<file path="config.mk">
export PLATFORM = sky130hd
export DESIGN_NAME = scan_tap
export DESIGN_NICKNAME = d
export VERILOG_FILES = /design/src/rtl/scan_tap_pkg.sv /design/src/rtl/scan_tap_fsm.sv /design/src/rtl/scan_tap_ir.sv /design/src/rtl/scan_tap_bsr.sv /design/src/rtl/scan_tap.sv
export SDC_FILE = /design/constraint.sdc
export NUM_CORES = 1
export LEC_CHECK = 0
export BUFFER_PORTS_ARGS = -buffer_cell sky130_fd_sc_hd__buf_4
export CORE_MARGIN = 3
export CORE_UTILIZATION = 50
export CTS_CLUSTER_DIAMETER = 150
export DETAILED_ROUTE_END_ITERATION = 8
export PLACE_DENSITY_LB_ADDON = 0.1
export SETUP_SLACK_MARGIN = 0.4
export SYNTH_ARGS = -nofsm -noshare
export SYNTH_HDL_FRONTEND = slang
export SYNTH_SLANG_ARGS = --single-unit
</file>
<file path="constraint.sdc">
create_clock -name tck -period 3.6 [get_ports tck]
set_input_delay 0.54 -clock tck [delete_from_list [all_inputs] [get_ports tck]]
set_output_delay 0.54 -clock tck [all_outputs]
set_load 0.02 [all_outputs]
</file>
<file path="src/rtl/scan_tap_pkg.sv">
`timescale 1ns/1ps
package scan_tap_pkg;

   localparam int IR_W = 4;

   localparam logic [IR_W-1:0] OPC_IDENT  = 4'h3;
   localparam logic [IR_W-1:0] OPC_SCAN   = 4'h2;
   localparam logic [IR_W-1:0] OPC_PASS   = 4'hF;
   localparam logic [IR_W-1:0] OPC_CLAMP  = 4'h4;
   localparam logic [IR_W-1:0] OPC_FLOAT  = 4'h5;
   localparam logic [IR_W-1:0] IR_CAPTURE = 4'b0001;

   typedef enum logic [3:0] {
      TS_RESET    = 4'd0,
      TS_IDLE     = 4'd1,
      TS_DR_SEL   = 4'd2,
      TS_DR_CAP   = 4'd3,
      TS_DR_SHIFT = 4'd4,
      TS_DR_EXIT1 = 4'd5,
      TS_DR_PAUSE = 4'd6,
      TS_DR_EXIT2 = 4'd7,
      TS_DR_UPD   = 4'd8,
      TS_IR_SEL   = 4'd9,
      TS_IR_CAP   = 4'd10,
      TS_IR_SHIFT = 4'd11,
      TS_IR_EXIT1 = 4'd12,
      TS_IR_PAUSE = 4'd13,
      TS_IR_EXIT2 = 4'd14,
      TS_IR_UPD   = 4'd15
   } tap_st_e;

   typedef enum logic [2:0] {
      MODE_IDENT = 3'd0,
      MODE_SCAN  = 3'd1,
      MODE_PASS  = 3'd2,
      MODE_CLAMP = 3'd3,
      MODE_FLOAT = 3'd4
   } ins_e;

   function automatic ins_e decode_op(input logic [IR_W-1:0] op);
      ins_e r;
      case (op)
         OPC_IDENT: r = MODE_IDENT;
         OPC_SCAN:  r = MODE_SCAN;
         OPC_CLAMP: r = MODE_CLAMP;
         OPC_FLOAT: r = MODE_FLOAT;
         default:   r = MODE_PASS;
      endcase
      return r;
   endfunction

   function automatic tap_st_e tap_next(input tap_st_e s, input logic m);
      tap_st_e n;
      case (s)
         TS_RESET:    n = m ? TS_RESET    : TS_IDLE;
         TS_IDLE:     n = m ? TS_DR_SEL   : TS_IDLE;
         TS_DR_SEL:   n = m ? TS_IR_SEL   : TS_DR_CAP;
         TS_DR_CAP:   n = m ? TS_DR_EXIT1 : TS_DR_SHIFT;
         TS_DR_SHIFT: n = m ? TS_DR_EXIT1 : TS_DR_SHIFT;
         TS_DR_EXIT1: n = m ? TS_DR_UPD   : TS_DR_PAUSE;
         TS_DR_PAUSE: n = m ? TS_DR_EXIT2 : TS_DR_PAUSE;
         TS_DR_EXIT2: n = m ? TS_DR_UPD   : TS_DR_SHIFT;
         TS_DR_UPD:   n = m ? TS_DR_SEL   : TS_IDLE;
         TS_IR_SEL:   n = m ? TS_RESET    : TS_IR_CAP;
         TS_IR_CAP:   n = m ? TS_IR_EXIT1 : TS_IR_SHIFT;
         TS_IR_SHIFT: n = m ? TS_IR_EXIT1 : TS_IR_SHIFT;
         TS_IR_EXIT1: n = m ? TS_IR_UPD   : TS_IR_PAUSE;
         TS_IR_PAUSE: n = m ? TS_IR_EXIT2 : TS_IR_PAUSE;
         TS_IR_EXIT2: n = m ? TS_IR_UPD   : TS_IR_SHIFT;
         default:     n = m ? TS_DR_SEL   : TS_IDLE;
      endcase
      return n;
   endfunction

endpackage

</file>
<file path="src/rtl/scan_tap_fsm.sv">
`timescale 1ns/1ps
module scan_tap_fsm
   import scan_tap_pkg::*;
(
   input  logic    tck,
   input  logic    trst_n,
   input  logic    tms,
   output tap_st_e st
);

   always_ff @(posedge tck or negedge trst_n) begin
      if (!trst_n) st <= TS_RESET;
      else         st <= tap_next(st, tms);
   end

endmodule

</file>
<file path="src/rtl/scan_tap_ir.sv">
`timescale 1ns/1ps
module scan_tap_ir
   import scan_tap_pkg::*;
(
   input  logic    tck,
   input  logic    trst_n,
   input  tap_st_e st,
   input  logic    tdi,
   output logic    ir_so,
   output ins_e    ins
);

   logic [IR_W-1:0] sh_q;

   always_ff @(posedge tck or negedge trst_n) begin
      if (!trst_n) begin
         sh_q <= IR_CAPTURE;
      end else begin
         case (st)
            TS_IR_CAP:   sh_q <= IR_CAPTURE;
            TS_IR_SHIFT: sh_q <= {tdi, sh_q[IR_W-1:1]};
            default: ;
         endcase
      end
   end

   // the active instruction moves on the falling edge only
   always_ff @(negedge tck or negedge trst_n) begin
      if (!trst_n)               ins <= MODE_IDENT;
      else if (st == TS_RESET)   ins <= MODE_IDENT;
      else if (st == TS_IR_UPD)  ins <= decode_op(sh_q);
   end

   assign ir_so = sh_q[0];

endmodule

</file>
<file path="src/rtl/scan_tap_bsr.sv">
`timescale 1ns/1ps
module scan_tap_bsr
   import scan_tap_pkg::*;
#(
   parameter int NUM_CELLS = 8
) (
   input  logic                 tck,
   input  logic                 trst_n,
   input  tap_st_e              st,
   input  logic                 tdi,
   input  logic                 sel,
   input  logic [NUM_CELLS-1:0] pin_in,
   output logic                 so,
   output logic [NUM_CELLS-1:0] latch
);

   logic [NUM_CELLS:0] link;

   assign link[NUM_CELLS] = tdi;

   for (genvar i = 0; i < NUM_CELLS; i++) begin : g_cell
      logic cap_q;
      logic upd_q;

      always_ff @(posedge tck or negedge trst_n) begin
         if (!trst_n) begin
            cap_q <= 1'b0;
         end else if (sel) begin
            case (st)
               TS_DR_CAP:   cap_q <= pin_in[i];
               TS_DR_SHIFT: cap_q <= link[i+1];
               default: ;
            endcase
         end
      end

      always_ff @(negedge tck or negedge trst_n) begin
         if (!trst_n)                       upd_q <= 1'b0;
         else if (sel && st == TS_DR_UPD)   upd_q <= cap_q;
      end

      assign link[i]  = cap_q;
      assign latch[i] = upd_q;
   end

   assign so = link[0];

endmodule

</file>
<file path="src/rtl/scan_tap.sv">
`timescale 1ns/1ps
module scan_tap
   import scan_tap_pkg::*;
#(
   parameter int          NUM_CELLS    = 8,
   parameter logic [3:0]  ID_VERSION   = 4'h1,
   parameter logic [15:0] ID_PART      = 16'hA5C3,
   parameter logic [10:0] ID_MAKER     = 11'h0B5,
   parameter bit          CLAMP_OE_ALL = 1'b1
) (
   input  logic                 tck,
   input  logic                 trst_n,
   input  logic                 tms,
   input  logic                 tdi,
   output logic                 tdo,
   output logic                 tdo_en,
   input  logic [NUM_CELLS-1:0] pin_in,
   input  logic [NUM_CELLS-1:0] core_out,
   input  logic [NUM_CELLS-1:0] core_oe,
   output logic [NUM_CELLS-1:0] pin_out,
   output logic [NUM_CELLS-1:0] pin_oe
);

   localparam int          ID_W    = 32;
   localparam logic [ID_W-1:0] ID_WORD = {ID_VERSION, ID_PART, ID_MAKER, 1'b1};

   if (NUM_CELLS < 1 || NUM_CELLS > 4096) begin : g_bad_cells
      $error("scan_tap: NUM_CELLS out of range");
   end

   tap_st_e              tap_st;
   ins_e                 cur_ins;
   logic                 ir_so;
   logic                 bsr_so;
   logic [NUM_CELLS-1:0] upd_q;
   logic [ID_W-1:0]      id_sh;
   logic                 byp_q;
   logic                 byp_sel;
   logic                 dr_so;
   logic [NUM_CELLS-1:0] clamp_oe;

   scan_tap_fsm u_fsm (
      .tck    (tck),
      .trst_n (trst_n),
      .tms    (tms),
      .st     (tap_st)
   );

   scan_tap_ir u_ir (
      .tck    (tck),
      .trst_n (trst_n),
      .st     (tap_st),
      .tdi    (tdi),
      .ir_so  (ir_so),
      .ins    (cur_ins)
   );

   scan_tap_bsr #(.NUM_CELLS(NUM_CELLS)) u_bsr (
      .tck    (tck),
      .trst_n (trst_n),
      .st     (tap_st),
      .tdi    (tdi),
      .sel    (cur_ins == MODE_SCAN),
      .pin_in (pin_in),
      .so     (bsr_so),
      .latch  (upd_q)
   );

   // identification word
   always_ff @(posedge tck or negedge trst_n) begin
      if (!trst_n) begin
         id_sh <= ID_WORD;
      end else if (cur_ins == MODE_IDENT) begin
         case (tap_st)
            TS_DR_CAP:   id_sh <= ID_WORD;
            TS_DR_SHIFT: id_sh <= {tdi, id_sh[ID_W-1:1]};
            default: ;
         endcase
      end
   end

   // single bypass cell
   assign byp_sel = (cur_ins == MODE_PASS) || (cur_ins == MODE_CLAMP) ||
                    (cur_ins == MODE_FLOAT);

   always_ff @(posedge tck or negedge trst_n) begin
      if (!trst_n) begin
         byp_q <= 1'b0;
      end else if (byp_sel) begin
         case (tap_st)
            TS_DR_CAP:   byp_q <= 1'b0;
            TS_DR_SHIFT: byp_q <= tdi;
            default: ;
         endcase
      end
   end

   always_comb begin
      case (cur_ins)
         MODE_IDENT: dr_so = id_sh[0];
         MODE_SCAN:  dr_so = bsr_so;
         default:    dr_so = byp_q;
      endcase
   end

   // serial output, launched on the falling edge
   always_ff @(negedge tck or negedge trst_n) begin
      if (!trst_n) begin
         tdo    <= 1'b0;
         tdo_en <= 1'b0;
      end else begin
         tdo_en <= (tap_st == TS_DR_SHIFT) || (tap_st == TS_IR_SHIFT);
         tdo    <= (tap_st == TS_IR_SHIFT) ? ir_so : dr_so;
      end
   end

   if (CLAMP_OE_ALL) begin : g_clamp_drive
      assign clamp_oe = '1;
   end else begin : g_clamp_keep
      assign clamp_oe = core_oe;
   end

   always_comb begin
      pin_out = core_out;
      pin_oe  = core_oe;
      case (cur_ins)
         MODE_CLAMP: begin
            pin_out = upd_q;
            pin_oe  = clamp_oe;
         end
         MODE_FLOAT: pin_oe = '0;
         default: ;
      endcase
   end

endmodule

</file>
==> metrics.md <==
| Metric | Value |
|---|---|
| Status | `finished, violations left` |
| Failing checks | `negative setup slack` |
| CTS clk-pin slew, worst paths | `0.08 ns` |
| WL final | `7040 µm` |
| Slowest stage delay, CP | `0.43 ns` |
| Post-synth cell types | `46` |
| Synth Area in Compound Gates | `17.6%` |
| Vias/cell | `slightly below 6` |
| I/O pins | `46` |
| 1st-pass router iterations | `4` |
| Sequential cell area fraction in the yosys report | `52.3%` |
| Diodes inserted | `0` |
| Worst slew pin tran | `0.608 ns` |
| VDD IR max | `0.457 mV` |
| Number of synthesized flops with an enable pin | `0` |
| Initial antenna violation count | `0` |
| Syn Nets | `280` |
| Dpl cell area | `roughly 3700 µm²` |
| Crit. End Element | `primary output` |
| Root buffer cell | `clkbuf_8` |
| DIE HEIGHT | `83.5 µm` |
| CP cell instances | `and2_4 > nand2b_4 > buf_12 > mux2_4 > buf_6` |
| Per-cell routed wire length | `17.3 µm` |
| Power density cells | `850 nW/µm²` |
| H-tree depth | `3` |
| Commonest cells after routing, fill and taps aside | `55 x buf_4, 33 x mux2_4, 31 x dfrtp_1, 28 x buf_6` |
| Iter 0 DRT Violations | `87` |
| Initial core utilization | `53.2%` |
| Static Leak | `~2.0 nW` |
| Finished Layout Cells | `408` |
| Flops & latches, synth | `62` |
| Simple-gate share of the synthesized area | `10.4%` |
| DR vias | `2,377` |
| Num Clock Sinks | `62` |
| Startpoint types | `register` |
| Port Buf Inserts | `45` |
| CP required | `3.06 ns` |
| RSZ-0062 raised after global routing | `true` |
| Slowest cell on crit path | `dfrtn_1` |
| Post-synthesis adder-cell area fraction | `0%` |
| Xor and xnor area share after synthesis | `0.583%` |
| Detailed-route DRC error count | `0` |
| YS warnings | `0` |
| Final Hold Fails | `0` |
| Skew final | `0.0191 ns` |
| Placed cell count | `368` |
| Post-layout nets | `359` |
| Worst R2R Path Depth | `9` |
| Layout cells sized above 1 | `58.9%` |
| Post-Synthesis Cell Area | `3000 µm²` |
| Die width | `about 83 µm` |
| Pins Over Slew Limit | `0` |
| Max cap viols | `0` |
| Final worst slack | `-0.307 ns` |
| Main combinational cell family by area after synthesis | `compound AO/OA/AOI/OAI gates` |
| First-pass GRT wire length | `11,100 µm` |
| CTS tree | `done` |
| Synthesized instance count | `252` |
| # rows | `27` |
| Crit Path Category | `register to primary output` |
| FFs w/ async S/R, synth | `100%` |
| Utilization after layout | `77.1%` |
| Hold buffers post-CTS | `0` |
| CTS Buf Count | `9` |
| CORE AREA | `5640 µm²` |
| HPWL after DPL | `3980 µm` |
| Final Setup Violations | `16` |
| Hold_ws | `0.0908 ns` |
| Largest net degree at the start of global routing | `40` |
| Slew margin rel. | `approximately three fifths` |
| Remaining Overflow, GRT | `0` |
| Total GRT Usage | `19.9%` |
| RePlAce Congestion | `between 0.7 and 0.8` |
| HP Class | `primary input to asynchronous set/reset pin` |
| Mux cell area share after synthesis | `15.5%` |
| Post-DRT Antenna Nets | `0` |
| Commonest non-fill, non-tap cell in the layout | `buf_4` |
| Mean Syn Cell Area | `around 12 µm²` |
| Worst-skew pair later-pin latency | `0.34 ns` |
| Data arrival, critical path | `3.37 ns` |
| Clock buffer depth | `2` |
| Crit path max fanout | `8` |
| Full die area | `between 6000 and 7000 µm²` |
| Syn-to-layout area delta | `44.8%` |
| Fin area | `4350 µm²` |
| Vias in the first global route | `2,215` |
| Placement Setup Slack | `0.00816 ns` |
| Synth Flop Type | `dfrtp_1` |
[cells in the mapped netlist, drive strengths merged, types with 2 or more instances]
| library cell | number | area share [%] |
|---|---|---|
| a211oi | 2 | 0.50 |
| a21oi | 9 | 1.5 |
| a22o | 16 | 4.7 |
| and2 | 2 | 0.42 |
| buf | 10 | 2.1 |
| clkbuf | 10 | 1.3 |
| dfrtn | 13 | 11 |
| dfrtp | 33 | 27 |
| dfstp | 16 | 14 |
| inv | 2 | 0.25 |
| mux2 | 36 | 16 |
| nand2 | 20 | 2.5 |
| nand2b | 3 | 0.63 |
| nand3 | 3 | 0.50 |
| nand3b | 2 | 0.50 |
| nor2 | 12 | 1.5 |
| nor2b | 2 | 0.42 |
| nor4b | 2 | 1.1 |
| o21a | 3 | 0.75 |
| o21ai | 17 | 2.8 |
| o22a | 15 | 4.4 |
| o22ai | 3 | 0.63 |
| or2 | 2 | 0.42 |
| or3 | 2 | 0.42 |
[flip-flops by register name, indices dropped and copies added, names as in the netlist]
name / cells
byp_q: 1
id_sh: 32
tdo: 1
tdo_en: 1
u_bsr.g_cell.cap_q: 7
u_bsr.g_cell.upd_q: 8
u_bsr.so: 1
u_fsm.st: 4
u_ir.ins: 3
u_ir.sh_q: 4
[layer usage]
layer | vias up | wire (µm) | global-route usage, %
met5 | - | 0 | 0
met4 | 0 | 136 | 8.19
met3 | 11 | 336 | 4.84
met2 | 63 | 3420 | 29.4
met1 | 1215 | 3150 | 28.0
li1 | 1088 | - | -
[repair_timing]
| item | 4_1_cts | 5_1_grt |
|---|---|---|
| setup endpoints to repair | 68 | 70 |
| endpoints found under the hold margin | 0 | 0 |
| cloned | 2 | 4 |
| setup buffers | 8 | 10 |
| gates resized for setup | 44 | 30 |
| pin swaps | 21 | 7 |
[path summary, 6_finish.rpt]
kind                       slack, ns                    end                   from
setup / recovery               -0.31             pin_out[0]            u_ir.ins[0]
hold / removal                  0.09  u_bsr.g_cell[6].cap_q                 trst_n
setup reg to reg                0.06               id_sh[6]            u_ir.ins[1]
hold reg to reg                 0.46  u_bsr.g_cell[4].upd_q  u_bsr.g_cell[4].upd_q
max in group asynchronous       1.53  u_bsr.g_cell[4].upd_q                 trst_n
min in group tck                0.46  u_bsr.g_cell[4].upd_q  u_bsr.g_cell[4].upd_q
[critical path, delay by kind of cell (launching register included)]
kind                   cells  cell delay (ns)
muxes                      1             0.30
and+or+nand+nor            2             0.24
DFF                        1             0.43
buffers and inverters      2             0.27
[area by class of cell]
class                           instances  area, µm²
Multi-Input combinational cell        168       1640
Sequential cell                        62       1570
Fill cell                             343       1290
Timing Repair Buffer                   88        828
Clock buffer                           10        138
Tap cell                               72       90.1
Clock inverter                          6       70.1
Inverter                                2       11.3
[kinds of logic after synthesis]
family,count (synthesis)
AO/OA/AOI/OAI,73
XOR/XNOR,2
buffers and inverters,22
flip-flops,62
multiplexers,36
AND/OR/NAND/NOR,57
[report_power, final]
group	switching [mW]	internal (mW)
Sequential	0.203	1.06
Clock	0.286	0.342
Combinational	0.808	0.998
Total	1.30	2.40
[metrics by stage]
step | setup TNS [ns] | power, mW
global route | -4.58 | 3.91
floorplan | -0.441 | 2.32
finish | -3.78 | 3.70
CTS | -4.12 | 3.47
global placement | 0 | 2.62
detailed placement | 0 | 2.66
No activity file was read; power rests on OpenSTA's default activity.
